### config.mk
export PLATFORM = sky130hd
export DESIGN_NAME = fn_reg_sequencer
export DESIGN_NICKNAME = d
export VERILOG_FILES = /design/src/rtl/fn_seq_pkg.sv /design/src/rtl/fn_seq_ctrl.sv /design/src/rtl/fn_seq_dpath.sv /design/src/rtl/fn_reg_sequencer.sv
export SDC_FILE = /design/constraint.sdc
export NUM_CORES = 1
export LEC_CHECK = 0
export ABC_AREA = 1
export BUFFER_PORTS_ARGS = -buffer_cell sky130_fd_sc_hd__buf_4
export CORE_MARGIN = 1.5
export CORE_UTILIZATION = 55
export CTS_BUF_LIST = sky130_fd_sc_hd__clkbuf_8
export DETAILED_ROUTE_END_ITERATION = 10
export PLACE_DENSITY = 0.77
export SLEW_MARGIN = 20
export SYNTH_ARGS = -nofsm -noshare
export SYNTH_HDL_FRONTEND = slang
export SYNTH_SLANG_ARGS = --single-unit
### constraint.sdc
create_clock -name clk -period 13.4 [get_ports clk]
set_clock_uncertainty 0.05 [all_clocks]
set_input_delay 2.68 -clock clk [delete_from_list [all_inputs] [get_ports clk]]
set_output_delay 2.68 -clock clk [all_outputs]
set_load 0.005 [all_outputs]
### src/rtl/fn_seq_pkg.sv
package fn_seq_pkg;

  typedef enum logic [2:0] {
    S_IDLE,
    S_WR_WAIT,
    S_WR_ACC,
    S_RD_ACC,
    S_RD_PUSH
  } seq_state_t;

  // strobes from control to datapath
  typedef struct packed {
    logic load;       // take the request fields
    logic latchWr;    // take a host write byte
    logic captureRd;  // take the register read byte
    logic advance;    // byte done: count down, step address
    logic wdRun;      // watchdog keeps counting
    logic abort;      // watchdog expired
    logic finish;     // transfer over
  } ctrl_strobe_t;

endpackage

### src/rtl/fn_seq_ctrl.sv
module fn_seq_ctrl
  import fn_seq_pkg::*;
(
  input  logic         clk,
  input  logic         rstN,
  input  logic         reqValid,
  input  logic         reqWrite,
  input  logic         wrValid,
  input  logic         rdReady,
  input  logic         rbAck,
  input  logic         lastByte,
  input  logic         wdExpired,
  output logic         reqReady,
  output logic         wrReady,
  output logic         rdValid,
  output logic         rbReq,
  output logic         busy,
  output logic         readHold,
  output ctrl_strobe_t strobe
);

  seq_state_t state, nextState;

  always_ff @(posedge clk) begin
    if (!rstN) state <= S_IDLE;
    else       state <= nextState;
  end

  always_comb begin
    nextState = state;
    strobe    = '0;
    case (state)
      S_IDLE: begin
        if (reqValid) begin
          strobe.load = 1'b1;
          nextState   = reqWrite ? S_WR_WAIT : S_RD_ACC;
        end
      end
      S_WR_WAIT: begin
        if (wrValid) begin
          strobe.latchWr = 1'b1;
          nextState      = S_WR_ACC;
        end
      end
      S_WR_ACC: begin
        if (rbAck) begin
          strobe.advance = 1'b1;
          strobe.finish  = lastByte;
          nextState      = lastByte ? S_IDLE : S_WR_WAIT;
        end else if (wdExpired) begin
          strobe.abort  = 1'b1;
          strobe.finish = 1'b1;
          nextState     = S_IDLE;
        end else begin
          strobe.wdRun = 1'b1;
        end
      end
      S_RD_ACC: begin
        if (rbAck) begin
          strobe.captureRd = 1'b1;
          nextState        = S_RD_PUSH;
        end else if (wdExpired) begin
          strobe.abort  = 1'b1;
          strobe.finish = 1'b1;
          nextState     = S_IDLE;
        end else begin
          strobe.wdRun = 1'b1;
        end
      end
      S_RD_PUSH: begin
        if (rdReady) begin
          strobe.advance = 1'b1;
          strobe.finish  = lastByte;
          nextState      = lastByte ? S_IDLE : S_RD_ACC;
        end
      end
      default: nextState = S_IDLE;
    endcase
  end

  assign reqReady = (state == S_IDLE);
  assign wrReady  = (state == S_WR_WAIT);
  assign rdValid  = (state == S_RD_PUSH);
  assign busy     = (state == S_WR_ACC);
  assign readHold = (state == S_RD_ACC);
  assign rbReq    = busy || readHold;

  // an outstanding cycle is held until acknowledged or aborted
  a_r9_req_held : assert property (@(posedge clk) disable iff (!rstN)
    (rbReq && !rbAck && !wdExpired) |=> rbReq);

  // read data is offered only after an acknowledge
  a_r8_data_after_ack : assert property (@(posedge clk) disable iff (!rstN)
    $rose(rdValid) |-> $past(rbAck));

  // a taken request starts a data phase at once
  a_r12_accept_starts : assert property (@(posedge clk) disable iff (!rstN)
    (reqValid && reqReady) |=> (wrReady || rbReq));

endmodule

### src/rtl/fn_seq_dpath.sv
module fn_seq_dpath
  import fn_seq_pkg::*;
#(
  parameter int NUM_FN = 8,
  parameter int ADDR_W = 17,
  parameter int CNT_W  = 9,
  parameter int BLK_W  = 9,
  parameter int LIMIT  = 250_000_000,
  localparam int FN_W  = $clog2(NUM_FN),
  localparam int LEN_W = CNT_W + BLK_W + 2,
  localparam int WD_W  = $clog2(LIMIT + 1)
) (
  input  logic              clk,
  input  logic              rstN,
  input  ctrl_strobe_t      strobe,
  input  logic              rbReq,
  input  logic [FN_W-1:0]   reqFunc,
  input  logic [ADDR_W-1:0] reqAddr,
  input  logic              reqWrite,
  input  logic              reqIncr,
  input  logic              reqBlockMode,
  input  logic [CNT_W-1:0]  reqCount,
  input  logic [BLK_W-1:0]  blkSize,
  input  logic [7:0]        wrData,
  input  logic [7:0]        rbRdata,
  output logic [7:0]        rdData,
  output logic              rbWrite,
  output logic [NUM_FN-1:0] rbSel,
  output logic [ADDR_W-1:0] rbAddr,
  output logic [7:0]        rbWdata,
  output logic              lastByte,
  output logic              wdExpired,
  output logic              xferDone,
  output logic              timeoutFlag,
  output logic              wrapFlag
);

  localparam int CNT_MAX = 1 << CNT_W;
  localparam int BLK_MAX = 1 << BLK_W;

  logic [FN_W-1:0]   fnQ;
  logic [ADDR_W-1:0] addrQ;
  logic              incrQ, writeQ;
  logic [LEN_W-1:0]  remQ;
  logic [7:0]        wrByteQ, rdByteQ;
  logic [WD_W-1:0]   wdCntQ;
  logic              timeoutQ, wrapQ, doneQ;

  // transfer length in bytes, zero fields standing for the maximum
  logic [LEN_W-1:0] lenUnits, lenSize, lenTotal;
  always_comb begin
    lenUnits = (reqCount == '0) ? LEN_W'(CNT_MAX) : LEN_W'(reqCount);
    if (!reqBlockMode)        lenSize = LEN_W'(1);
    else if (blkSize == '0)   lenSize = LEN_W'(BLK_MAX);
    else                      lenSize = LEN_W'(blkSize);
    lenTotal = lenUnits * lenSize;
  end

  logic addrTop;
  assign addrTop = (addrQ == {ADDR_W{1'b1}});

  always_ff @(posedge clk) begin
    if (!rstN) begin
      fnQ      <= '0;
      addrQ    <= '0;
      incrQ    <= 1'b0;
      writeQ   <= 1'b0;
      remQ     <= '0;
      wrByteQ  <= '0;
      rdByteQ  <= '0;
      timeoutQ <= 1'b0;
      wrapQ    <= 1'b0;
      doneQ    <= 1'b0;
    end else begin
      doneQ <= strobe.finish;
      if (strobe.load) begin
        fnQ      <= reqFunc;
        addrQ    <= reqAddr;
        incrQ    <= reqIncr;
        writeQ   <= reqWrite;
        remQ     <= lenTotal;
        timeoutQ <= 1'b0;
        wrapQ    <= 1'b0;
      end
      if (strobe.latchWr)   wrByteQ <= wrData;
      if (strobe.captureRd) rdByteQ <= rbRdata;
      if (strobe.advance) begin
        remQ <= remQ - 1'b1;
        if (incrQ) begin
          addrQ <= addrQ + 1'b1;
          if (addrTop && !lastByte) wrapQ <= 1'b1;
        end
      end
      if (strobe.abort) timeoutQ <= 1'b1;
    end
  end

  // access-time watchdog, cleared whenever no cycle is waiting
  always_ff @(posedge clk) begin
    if (!rstN || !strobe.wdRun) wdCntQ <= '0;
    else                        wdCntQ <= wdCntQ + 1'b1;
  end

  assign wdExpired = (wdCntQ == WD_W'(LIMIT - 1));
  assign lastByte  = (remQ == LEN_W'(1));

  for (genvar g = 0; g < NUM_FN; g++) begin : g_sel
    assign rbSel[g] = rbReq && (fnQ == FN_W'(g));
  end

  assign rbAddr      = addrQ;
  assign rbWrite     = writeQ;
  assign rbWdata     = wrByteQ;
  assign rdData      = rdByteQ;
  assign xferDone    = doneQ;
  assign timeoutFlag = timeoutQ;
  assign wrapFlag    = wrapQ;

  // a taken request never has an empty length
  a_r3_len_nonzero : assert property (@(posedge clk) disable iff (!rstN)
    strobe.load |=> (remQ != '0));

  // fixed mode keeps its address across bytes
  a_r4_fixed_addr : assert property (@(posedge clk) disable iff (!rstN)
    (strobe.advance && !incrQ) |=> $stable(addrQ));

  // incrementing mode steps by one byte
  a_r5_incr_addr : assert property (@(posedge clk) disable iff (!rstN)
    (strobe.advance && incrQ) |=> (addrQ == $past(addrQ) + 1'b1));

  // the wrap flag rises only on a step past the top address
  a_r6_wrap_cause : assert property (@(posedge clk) disable iff (!rstN)
    $rose(wrapQ) |-> $past(strobe.advance && incrQ && addrTop));

  // watchdog never counts beyond its limit, and an abort is recorded
  a_r10_wd_bound : assert property (@(posedge clk) disable iff (!rstN)
    wdCntQ < WD_W'(LIMIT));
  a_r10_abort_flag : assert property (@(posedge clk) disable iff (!rstN)
    strobe.abort |=> timeoutQ);

  // done is a single-cycle pulse
  a_r11_done_pulse : assert property (@(posedge clk) disable iff (!rstN)
    doneQ |=> !doneQ);

endmodule

### src/rtl/fn_reg_sequencer.sv
module fn_reg_sequencer
  import fn_seq_pkg::*;
#(
  parameter int CLK_HZ = 250_000_000,
  parameter int NUM_FN = 8,
  parameter int ADDR_W = 17,
  parameter int CNT_W  = 9,
  parameter int BLK_W  = 9,
  localparam int FN_W  = $clog2(NUM_FN)
) (
  input  logic              clk,
  input  logic              rstN,
  input  logic              reqValid,
  output logic              reqReady,
  input  logic [FN_W-1:0]   reqFunc,
  input  logic [ADDR_W-1:0] reqAddr,
  input  logic              reqWrite,
  input  logic              reqIncr,
  input  logic              reqBlockMode,
  input  logic [CNT_W-1:0]  reqCount,
  input  logic [BLK_W-1:0]  blkSize,
  input  logic              wrValid,
  output logic              wrReady,
  input  logic [7:0]        wrData,
  output logic              rdValid,
  input  logic              rdReady,
  output logic [7:0]        rdData,
  output logic              busy,
  output logic              readHold,
  output logic              rbReq,
  output logic              rbWrite,
  output logic [NUM_FN-1:0] rbSel,
  output logic [ADDR_W-1:0] rbAddr,
  output logic [7:0]        rbWdata,
  input  logic [7:0]        rbRdata,
  input  logic              rbAck,
  output logic              xferDone,
  output logic              timeoutFlag,
  output logic              wrapFlag
);

  ctrl_strobe_t strobe;
  logic lastByte, wdExpired;

  fn_seq_ctrl i_ctrl (
    .clk       (clk),
    .rstN      (rstN),
    .reqValid  (reqValid),
    .reqWrite  (reqWrite),
    .wrValid   (wrValid),
    .rdReady   (rdReady),
    .rbAck     (rbAck),
    .lastByte  (lastByte),
    .wdExpired (wdExpired),
    .reqReady  (reqReady),
    .wrReady   (wrReady),
    .rdValid   (rdValid),
    .rbReq     (rbReq),
    .busy      (busy),
    .readHold  (readHold),
    .strobe    (strobe)
  );

  fn_seq_dpath #(
    .NUM_FN (NUM_FN),
    .ADDR_W (ADDR_W),
    .CNT_W  (CNT_W),
    .BLK_W  (BLK_W),
    .LIMIT  (CLK_HZ)
  ) i_dpath (
    .clk          (clk),
    .rstN         (rstN),
    .strobe       (strobe),
    .rbReq        (rbReq),
    .reqFunc      (reqFunc),
    .reqAddr      (reqAddr),
    .reqWrite     (reqWrite),
    .reqIncr      (reqIncr),
    .reqBlockMode (reqBlockMode),
    .reqCount     (reqCount),
    .blkSize      (blkSize),
    .wrData       (wrData),
    .rbRdata      (rbRdata),
    .rdData       (rdData),
    .rbWrite      (rbWrite),
    .rbSel        (rbSel),
    .rbAddr       (rbAddr),
    .rbWdata      (rbWdata),
    .lastByte     (lastByte),
    .wdExpired    (wdExpired),
    .xferDone     (xferDone),
    .timeoutFlag  (timeoutFlag),
    .wrapFlag     (wrapFlag)
  );

  // one function selected per cycle, none between cycles
  a_r2_sel_onehot : assert property (@(posedge clk) disable iff (!rstN)
    rbReq |-> ($countones(rbSel) == 1));
  a_r2_sel_idle : assert property (@(posedge clk) disable iff (!rstN)
    !rbReq |-> (rbSel == '0));

  // busy only during an outstanding write cycle, host port closed
  a_r7_busy_write : assert property (@(posedge clk) disable iff (!rstN)
    busy |-> (rbReq && rbWrite && !wrReady));

  // read hold-off only during an outstanding read cycle
  a_r8_hold_read : assert property (@(posedge clk) disable iff (!rstN)
    readHold |-> (rbReq && !rbWrite && !rdValid));

endmodule

==> Implementation_results.wiki <==
{| class="wikitable"
! Metric !! Value
|-
| Run status || finished, final reports clean
|-
| Areal power density over the cells || 114.4 mW/mm^2
|-
| Number of antenna repair diodes || 0
|-
| Final max-slew violation count || 0
|-
| Warnings from Yosys || 0
|-
| Mapped cell area || 0.008508 sq mm
|-
| Number of buffers inserted for hold repair after clock tree synthesis || 0
|-
| Clock latency on the worst-skew pair || 380 ps
|-
| CTS tree || built
|-
| Number of library cell types mapped by synthesis || 40
|-
| Power consumption || 1.105 mW
|-
| Required time reported for the critical path endpoint || 13670 ps
|-
| Area share of fa/ha/maj cells after synthesis || 23.41%
|-
| Initial antenna violation count || 0
|-
| Clock tree buffer depth || 2
|-
| Last weighted congestion value of the routability-driven placer || 0.9125
|-
| Max transition margin || 37.33%
|-
| IR Drop Worst-Case VDD || 0.00006884 V
|-
| Buffers added on ports || 113
|-
| Final worst-path cycle share || 57.66%
|-
| Vias per cell || 5.487
|-
| Number of nets with antenna violations after routing || 0
|-
| Wire length of the first global-routing pass || 37490 um
|-
| Final HPWL DP || 17590 um
|-
| Critical Setup Path Class || in2reg
|-
| Total clock buffers created by CTS || 9
|-
| Total global-route track usage || 28.48%
|-
| Cell count after placement || 1532
|-
| Share of synthesized cell area in and, or, nand and nor gates || 31.94%
|-
| Sequential share of the synthesized area || 21.65%
|-
| Post-synthesis cell count || 1255
|-
| Cell accounting for the most synthesized area || dfxtp_1
|-
| Synth async-reset ratio || 0%
|-
| Critical path capture point type || flop
|-
| Number of setup violations in the final report || 0
|-
| Master cell of the clock root buffer || clkbuf_8
|-
| M2 GR Usage || 47.54%
|-
| Most utilized layer in the global route result || met2
|-
| Ratio of cells with drive above 1 in the final layout || 11.55%
|-
| Xor-xnor portion of the synthesized cell area || 2.162%
|-
| Post-synthesis compound-gate area fraction || 10.87%
|-
| I/O Pins || 114
|-
| CP Data Arrival Time || 8000 ps
|-
| Minimum clock period after layout || 7726 ps
|-
| Most used flip-flop cell after synthesis || dfxtp_1
|-
| Commonest cells after routing, fill and taps aside || 282 x nand2_1, 186 x inv_1, 178 x nor2_1
|-
| Remaining routing DRC violations || 0
|-
| Actual transition at the worst max-transition pin || 934.2 ps
|-
| Met1 routing resource usage after global routing || 37.67%
|-
| Post-route worst hold slack || 415.8 ps
|-
| Number of nets at the end of the flow || 1540
|-
| Nets in the synthesized netlist || 1440
|-
| Post-synth EDFFs || 0
|-
| Setup repair after global routing missed its margin || no
|-
| Number of vias in the routed layout || 8488
|-
| Multiplexer area fraction after synthesis || 0%
|-
| Post CTS Setup Buffer Count || 0
|-
| Area of the core || 0.01515 sq mm
|-
| Area fraction of the dominant cell type after synthesis || 21.65%
|-
| Path class of the lowest-slack min-delay path || reg2reg
|-
| Pre-antenna DRT Iters || 6
|-
| Clock transition time at the flip-flop clock pins of the worst setup and hold paths || 90 ps
|-
| Filler-free cell count of the finished design || 1547
|-
| Pin count of the biggest net entering global routing || 40
|-
| Post-CTS Resized || 0
|-
| Global Route met3 Usage || 6.449%
|-
| Overflow left after global routing || 0
|-
| Vias in the first global route || 7952
|-
| Crit-path max FO || 8
|-
| Starting density of the core || 56.18%
|-
| Die Ht || 127.4 um
|-
| Main combinational cell family by area after synthesis || simple AND/OR/NAND/NOR gates
|-
| Critical path launch point type || input port
|-
| Maximum level of the CTS H-tree || 3
|-
| Aggregate routed wire length || 22470 um
|-
| Area contributors post-synth || dfxtp_1 22%, fa_1 15%, nand2_1 12%
|-
| Number of sinks handled by clock tree synthesis || 92
|-
| Average detailed-routed wire length per instance || 14.53 um
|-
| Static Leak || 4.697 nW
|-
| Synth Register Bits || 92
|-
| Synthesis-to-layout area growth || 13.49%
|-
| DRT iter0 DRCs || 660
|-
| Die area || 0.01622 sq mm
|-
| Most common cell after layout, fill and taps aside || nand2_1
|-
| Die boundary width || 127.4 um
|-
| Count of max-cap constraint violations || 0
|-
| Fin Setup TNS || 0 ps
|-
| Mapped Avg Cell Area || 6.779 sq um
|-
| Number of fillers in the final layout || 1412
|-
| Hold Violations, Final || 0
|-
| Number of cells on the worst hold path || 2
|-
| Top achievable clock speed || 0.1294 GHz
|-
| Worst reg2reg path depth || 10
|-
| Number of rows created at floorplan || 45
|}
worst paths after layout:
| kind | slack (ps) | start | end |
|---|---|---|---|
| worst min register to register | 420 | i_dpath.rdData[2] | i_dpath.rdData[2] |
| worst max-delay path | 5670 | blkSize[5] | i_dpath.remQ[15] |
| worst min-delay path | 420 | i_dpath.rdData[2] | i_dpath.rdData[2] |
| worst max register to register | 10880 | i_dpath.rbAddr[0] | i_dpath.rbAddr[16] |
state kept, by name, indices dropped and copies added, names as in the netlist:
register and flops:
i_dpath.incrQ 1, i_dpath.wrapFlag 1, i_dpath.xferDone 1, i_dpath.remQ 20
i_ctrl.state 3, i_dpath.timeoutFlag 1, i_dpath.fnQ 3, i_dpath.rbAddr 17
i_dpath.rdData 8, i_dpath.wdCntQ 28, i_dpath.rbWdata 8, i_dpath.rbWrite 1
power breakdown:
part | switching, mW | total, mW | leakage (nW) | internal [mW]
Combinational | 0.352 | 0.557 | 3.85 | 0.206
Sequential | 0.0432 | 0.357 | 0.750 | 0.314
Clock | 0.101 | 0.191 | 0.0956 | 0.0893
Total | 0.496 | 1.10 | 4.70 | 0.609
routing by layer:
metal  share of wire (%)  vias up
met5                   0        -
met4                 1.8        0
met3                 5.7       33
met2                  48      279
met1                  45     3963
li1                    -     4213
layout make-up:
class	instances	area (sq um)	area share (%)
inverters	192	720.7	7.464
well taps	188	235.2	2.436
flip-flops and latches	92	1842	19.07
clock inverters	5	53.80	0.5572
clock buffers	10	137.6	1.425
multi-input cells	947	5818	60.26
repair buffers	113	848.3	8.786
worst max-delay path, stage by stage:
cell,delay (ps)
buf_4,120
nor4_1,280
nor3b_1,260
nand3_1,280
inv_1,180
nand2_1,90
fa_1,510
fa_1,550
inv_1,60
fa_1,500
fa_1,580
inv_1,70
fa_1,530
inv_1,40
ha_1,350
nand2_1,120
inv_1,60
a21oi_1,130
nand3_1,180
nand2_1,130
nand2_1,60
nand2_1,50
nand3_1,60
a21oi_1,130
logic make-up after synthesis:
logic type | after synthesis
xor gates and xnor gates | 21
buffers and inverters | 216
DFF | 92
AOI/OAI and AO/OA | 175
and+or+nand+nor | 629
adders and majority gates | 122
metrics by stage:
| step | utilization (%) | area, sq um | setup slack, ps |
|---|---|---|---|
| after global routing | 63.75 | 9656 | 5321 |
| final | 63.75 | 9656 | 5674 |
| after floorplan | - | 8508 | 5993 |
| after global placement | 62.49 | 9464 | 5434 |
| after CTS | 63.75 | 9656 | 5717 |
| after detailed placement | 62.49 | 9464 | 5323 |
Yosys cell counts (3+ instances only):
| cell type | instances |
|---|---|
| o21ai_0 | 71 |
| a31oi_1 | 11 |
| buf_2 | 12 |
| fa_1 | 62 |
| nand4_1 | 15 |
| dfxtp_1 | 92 |
| clkbuf_1 | 8 |
| nor3_1 | 29 |
| nor2_4 | 3 |
| nand2_1 | 282 |
| inv_1 | 185 |
| nor2_2 | 5 |
| nand2_2 | 4 |
| inv_2 | 6 |
| xnor2_1 | 8 |
| nand3b_1 | 9 |
| nor2_1 | 178 |
| or2_2 | 5 |
| a21oi_1 | 80 |
| buf_6 | 3 |
| o211ai_1 | 5 |
| xor2_1 | 13 |
| nor4_1 | 15 |
| nand3_1 | 74 |
| a311oi_1 | 3 |
| ha_1 | 60 |
Power figures use the tool's default switching activity.
